--- src/rtl/r8bf_pkg.sv ---
`timescale 1ns/1ps
package r8bf_pkg;
    localparam int LANES    = 8;
    localparam int HALF     = LANES / 2;
    localparam int LAT      = 3;
    localparam int SCALE_SH = 3;

    // internal rotation selected per branch of the flow graph
    typedef enum logic [1:0] {
        ROT_NONE = 2'd0,
        ROT_W1   = 2'd1,
        ROT_MJ   = 2'd2,
        ROT_W3   = 2'd3
    } rot_e;

    // 1/sqrt(2) quantised to cf fraction bits, rounded to nearest
    function automatic int coef(input int cf);
        return $rtoi(0.70710678118654752 * (2.0 ** cf) + 0.5);
    endfunction
endpackage

--- src/rtl/r8bf_addsub.sv ---
`timescale 1ns/1ps
module r8bf_addsub #(
    parameter int IW = 16
) (
    input  logic signed [IW-1:0] a_re,
    input  logic signed [IW-1:0] a_im,
    input  logic signed [IW-1:0] b_re,
    input  logic signed [IW-1:0] b_im,
    output logic signed [IW:0]   s_re,
    output logic signed [IW:0]   s_im,
    output logic signed [IW:0]   d_re,
    output logic signed [IW:0]   d_im
);
    // one guard bit per level: sum and difference never overflow
    assign s_re = (IW+1)'(a_re) + (IW+1)'(b_re);
    assign s_im = (IW+1)'(a_im) + (IW+1)'(b_im);
    assign d_re = (IW+1)'(a_re) - (IW+1)'(b_re);
    assign d_im = (IW+1)'(a_im) - (IW+1)'(b_im);
endmodule

--- src/rtl/r8bf_rot.sv ---
`timescale 1ns/1ps
module r8bf_rot import r8bf_pkg::*; #(
    parameter int   IW   = 16,
    parameter int   OW   = 17,
    parameter int   CF   = 17,
    parameter rot_e MODE = ROT_NONE
) (
    input  logic signed [IW-1:0] re,
    input  logic signed [IW-1:0] im,
    output logic signed [OW-1:0] o_re,
    output logic signed [OW-1:0] o_im
);
    if (MODE == ROT_NONE) begin : g_pass
        assign o_re = OW'(re);
        assign o_im = OW'(im);
    end else if (MODE == ROT_MJ) begin : g_mj
        // (a + jb)(-j) = b - ja : wiring plus one negation
        assign o_re = OW'(im);
        assign o_im = -OW'(re);
    end else begin : g_diag
        localparam int PW = IW + CF + 2;
        localparam logic signed [PW-1:0] KC = PW'(coef(CF));
        localparam logic signed [PW-1:0] RH = PW'(1) <<< (CF - 1);
        logic signed [PW-1:0] sp;
        logic signed [PW-1:0] sm;
        logic signed [PW-1:0] pp;
        logic signed [PW-1:0] pm;
        assign sp = PW'(re) + PW'(im);
        assign sm = PW'(im) - PW'(re);
        assign pp = sp * KC;
        assign pm = sm * KC;
        if (MODE == ROT_W1) begin : g_w1
            // (a + jb)(1 - j)/sqrt2
            assign o_re = OW'((pp + RH) >>> CF);
            assign o_im = OW'((pm + RH) >>> CF);
        end else begin : g_w3
            // (a + jb)(-1 - j)/sqrt2
            assign o_re = OW'((pm + RH) >>> CF);
            assign o_im = OW'((RH - pp) >>> CF);
        end
    end
endmodule

--- src/rtl/r8bf_scale.sv ---
`timescale 1ns/1ps
module r8bf_scale #(
    parameter int IW = 20,
    parameter int OW = 16,
    parameter int SH = 3
) (
    input  logic signed [IW-1:0] v,
    output logic signed [OW-1:0] o
);
    localparam logic signed [IW-1:0] RH = IW'(1) <<< (SH - 1);
    localparam logic signed [IW-1:0] HI = IW'((2 ** (OW - 1)) - 1);
    localparam logic signed [IW-1:0] LO = -IW'(2 ** (OW - 1));

    logic signed [IW-1:0] t;
    assign t = (v + RH) >>> SH;
    assign o = (t > HI) ? OW'(HI) : ((t < LO) ? OW'(LO) : OW'(t));
endmodule

--- src/rtl/r8bf_top.sv ---
`timescale 1ns/1ps
module r8bf_top import r8bf_pkg::*; #(
    parameter int W  = 16,
    parameter int CF = W + 1
) (
    input  logic               clk,
    input  logic               rst,
    input  logic               in_valid,
    input  logic [LANES*W-1:0] in_re,
    input  logic [LANES*W-1:0] in_im,
    output logic               out_valid,
    output logic [LANES*W-1:0] out_re,
    output logic [LANES*W-1:0] out_im
);
    localparam int W1 = W + 2;   // after level 1 and its rotations
    localparam int W2 = W + 3;   // after level 2
    localparam int W3 = W + 4;   // after level 3, before scaling

    typedef struct packed { logic signed [W-1:0]  re; logic signed [W-1:0]  im; } c0_t;
    typedef struct packed { logic signed [W1-1:0] re; logic signed [W1-1:0] im; } c1_t;
    typedef struct packed { logic signed [W2-1:0] re; logic signed [W2-1:0] im; } c2_t;

    c0_t x [LANES];
    c1_t s1_d [LANES];
    c1_t s1_q [LANES];
    c2_t s2_d [LANES];
    c2_t s2_q [LANES];
    c0_t o_d [LANES];
    c0_t o_q [LANES];
    logic [LAT-1:0] vld;

    for (genvar p = 0; p < LANES; p++) begin : g_io
        assign x[p].re = in_re[p*W +: W];
        assign x[p].im = in_im[p*W +: W];
        assign out_re[p*W +: W] = o_q[p].re;
        assign out_im[p*W +: W] = o_q[p].im;
    end

    // level 1: pairs (n, n+4), difference rotated by W8^n
    for (genvar n = 0; n < HALF; n++) begin : g_l1
        logic signed [W:0] sr, si, dr, di;
        r8bf_addsub #(.IW(W)) u_bf (
            .a_re(x[n].re), .a_im(x[n].im),
            .b_re(x[n+HALF].re), .b_im(x[n+HALF].im),
            .s_re(sr), .s_im(si), .d_re(dr), .d_im(di)
        );
        r8bf_rot #(.IW(W+1), .OW(W1), .CF(CF), .MODE(ROT_NONE)) u_sum (
            .re(sr), .im(si), .o_re(s1_d[n].re), .o_im(s1_d[n].im)
        );
        r8bf_rot #(.IW(W+1), .OW(W1), .CF(CF), .MODE(rot_e'(n))) u_tw (
            .re(dr), .im(di), .o_re(s1_d[n+HALF].re), .o_im(s1_d[n+HALF].im)
        );
    end

    // level 2: pairs (a, a+2) in each half, difference rotated by -j when odd
    for (genvar g = 0; g < 2; g++) begin : g_l2
        for (genvar i = 0; i < 2; i++) begin : g_pair
            localparam int A = g * HALF + i;
            localparam int B = A + 2;
            logic signed [W2-1:0] sr, si, dr, di;
            r8bf_addsub #(.IW(W1)) u_bf (
                .a_re(s1_q[A].re), .a_im(s1_q[A].im),
                .b_re(s1_q[B].re), .b_im(s1_q[B].im),
                .s_re(sr), .s_im(si), .d_re(dr), .d_im(di)
            );
            assign s2_d[A].re = sr;
            assign s2_d[A].im = si;
            r8bf_rot #(.IW(W2), .OW(W2), .CF(CF),
                       .MODE((i == 0) ? ROT_NONE : ROT_MJ)) u_tw (
                .re(dr), .im(di), .o_re(s2_d[B].re), .o_im(s2_d[B].im)
            );
        end
    end

    // level 3: adjacent pairs, then divide by 8 with rounding and clamp
    for (genvar j = 0; j < HALF; j++) begin : g_l3
        logic signed [W3-1:0] sr, si, dr, di;
        r8bf_addsub #(.IW(W2)) u_bf (
            .a_re(s2_q[2*j].re), .a_im(s2_q[2*j].im),
            .b_re(s2_q[2*j+1].re), .b_im(s2_q[2*j+1].im),
            .s_re(sr), .s_im(si), .d_re(dr), .d_im(di)
        );
        r8bf_scale #(.IW(W3), .OW(W), .SH(SCALE_SH)) u_sc_sr (.v(sr), .o(o_d[2*j].re));
        r8bf_scale #(.IW(W3), .OW(W), .SH(SCALE_SH)) u_sc_si (.v(si), .o(o_d[2*j].im));
        r8bf_scale #(.IW(W3), .OW(W), .SH(SCALE_SH)) u_sc_dr (.v(dr), .o(o_d[2*j+1].re));
        r8bf_scale #(.IW(W3), .OW(W), .SH(SCALE_SH)) u_sc_di (.v(di), .o(o_d[2*j+1].im));
    end

    always_ff @(posedge clk) begin
        if (rst) begin
            vld  <= '0;
            s1_q <= '{default: '0};
            s2_q <= '{default: '0};
            o_q  <= '{default: '0};
        end else begin
            vld  <= {vld[LAT-2:0], in_valid};
            s1_q <= s1_d;
            s2_q <= s2_d;
            o_q  <= o_d;
        end
    end

    assign out_valid = vld[LAT-1];
endmodule

--- config.mk ---
export PLATFORM = sky130hd
export DESIGN_NAME = r8bf_top
export DESIGN_NICKNAME = d
export VERILOG_FILES = /design/src/rtl/r8bf_pkg.sv /design/src/rtl/r8bf_addsub.sv /design/src/rtl/r8bf_rot.sv /design/src/rtl/r8bf_scale.sv /design/src/rtl/r8bf_top.sv
export SDC_FILE = /design/constraint.sdc
export NUM_CORES = 2
export LEC_CHECK = 0
export BUFFER_PORTS_ARGS = -buffer_cell sky130_fd_sc_hd__buf_2
export CORE_MARGIN = 2
export CORE_UTILIZATION = 29
export DETAILED_ROUTE_END_ITERATION = 10
export PLACE_DENSITY_LB_ADDON = 0.12
export REMOVE_ABC_BUFFERS = 1
export SLEW_MARGIN = 10
export SYNTH_ARGS = -nofsm -noshare
export SYNTH_HDL_FRONTEND = slang
export SYNTH_HIERARCHICAL = 1
export SYNTH_SLANG_ARGS = --single-unit
--- constraint.sdc ---
create_clock -name clk -period 27.7 [get_ports clk]
set_input_delay 2.77 -clock clk [delete_from_list [all_inputs] [get_ports clk]]
set_output_delay 2.77 -clock clk [all_outputs]
set_load 0.05 [all_outputs]
==> results.ini <==
[worst_setup_path]
cpMaxStageDelayCell = ha_1
slowest_delay_ns = 0.60
crit_type = in2reg
worstPathArrival_ns = 13.63
crit_fanout = 11
r2r_start = s2_q[229]$_SDFF_PP0_
cp.required_ns = 28.41
rrSetupSlack_ns = 22.60
r2r_end = out_im[18]$_SDFF_PP0_
reg2reg_depth = 15
endpoint_kind = flip-flop
cp-start-kind = input port

[layout]
nFillCells = 39385
area_delta_synth_final_pct = 7.38
fin_nets = 14929
final_util_pct = 31.2
final_cell_mix = inv_1 (1730), ha_1 (1447), dfxtp_1 (851)
drive_gt1_share_pct = 12.8
final_common_cell = inv_1

[sta]
fin_setup_tns_ns = 0
final_hold_viol_count = 0
hold_ws_ns = 0.443
worstMarginPinSlew_ns = 1.16
timing.fmax_mhz = 77.4
worst_slack_ns = 14.78
finClkSkew_ns = 0.0959
finalCritPeriodShare_pct = 46.6
period_minus_slack_ns = 12.92
rsz0062_at_grt = false
drv_slew = 0
setup_viol = 0
relSlewSlack_pct = 22.0

[clocking]
cts_sinks = 851
clkTransAtPathRegs_ns = 0.06
cts_buffers = 112
clk_latency_ns = 0.91
cts_root_buf = clkbuf_16
cts_max_level = 3
cts_tree = done
cts.repair.resized = 0
cts_setup_buffers = 0
ctsHoldBuffers = 0
clk_path_buf_depth = 4

[route]
drc = 0
vias = 86687
dr.first_iter.drc_count = 5071
firstDrtPassIters = 6
ant_nets = 0
routedWlPerCell_um = 20.8
viasPerCell = 4.88
wl_um = 369000

[place]
portBuffers = 515
preCtsSetupSlack_ns = 13.86
hpwl_um = 314000
gp_congestion = 0.883

[grt]
grt_overflow = 0
grt_pass1_vias = 85442
antenna_found_initial = 33
track_usage_pct = 19.2
grt_first_pass_wirelength_um = 551000
grt_max_degree = 159

[hold_path]
hp-class = reg2reg
whs_endpoint = vld[1]$_SDFF_PP0_
whs_path_depth = 1
worstHoldStart = vld[0]$_SDFF_PP0_

[synth]
netlist_area_sq_um = 106000
synth_area_per_cell_sq_um = 8.21
netlist_instances = 12950
synth_warnings = 6

[outcome]
status = complete, no violations

[die]
io_pins = 516
die_h_um = 609
rows = 222
die_area_sq_um = 371000
core_sq_um = 365000
initial_core_util_pct = 29.1
die-width_um = 609

[flow_run]
drv_cap = 0

cell type report:
| cell class | count | area, sq um | area share (%) |
|---|---|---|---|
| Timing Repair Buffer | 559 | 2960 | 2.59 |
| Antenna cell | 26 | 65.1 | 0.0570 |
| Multi-Input combinational cell | 9537 | 77700 | 68.1 |
| Clock inverter | 59 | 729 | 0.639 |
| Sequential cell | 851 | 17000 | 14.9 |
| Inverter | 1755 | 6600 | 5.78 |
| Tap cell | 4816 | 6030 | 5.28 |
| Clock buffer | 143 | 3050 | 2.67 |
state kept, by name, summed over array words and instances, names as in the netlist:
register and flops:
s2_q 304, s1_q 288, out_im 128, out_re 128, vld 3
how the worst max path moves through the flow:
stage | cells after the start | to | start | slack, ns
floorplan | 38 | s1_q[35]$_SDFF_PP0_ | in_re[48] | 15.20
detailed placement | 37 | s1_q[107]$_SDFF_PP0_ | in_im[16] | 13.86
global route | 37 | s1_q[107]$_SDFF_PP0_ | in_im[16] | 14.06
CTS | 37 | s1_q[107]$_SDFF_PP0_ | in_im[16] | 14.82
finish | 37 | s1_q[107]$_SDFF_PP0_ | in_im[16] | 14.78
global placement | 37 | s1_q[107]$_SDFF_PP0_ | in_im[16] | 13.95
critical path, delay by kind of cell:
kind | cells | cell delay, ns
and+or+nand+nor | 9 | 1.70
xor gates and xnor gates | 2 | 0.72
buffers and inverters | 7 | 0.63
AOI/OAI and AO/OA | 9 | 3.23
adders and majority gates | 10 | 4.55
metrics by stage:
| stage | std cells | cell area, sq um |
|---|---|---|
| after global placement | 17518 | 110000 |
| after detailed placement | 17518 | 110000 |
| final | 17746 | 114000 |
| after CTS | 17720 | 114000 |
| after floorplan | 12143 | 101000 |
| after global routing | 17732 | 114000 |
routing by layer:
metal,share of wire (%),GRT usage [%]
met4,2.4,4.77
met2,47,32.5
met1,47,26.3
met5,0.0035,0
met3,3.1,1.36
Power is not shown: default switching activity piles up to over one toggle a cycle in this logic, so the estimate is an artifact.
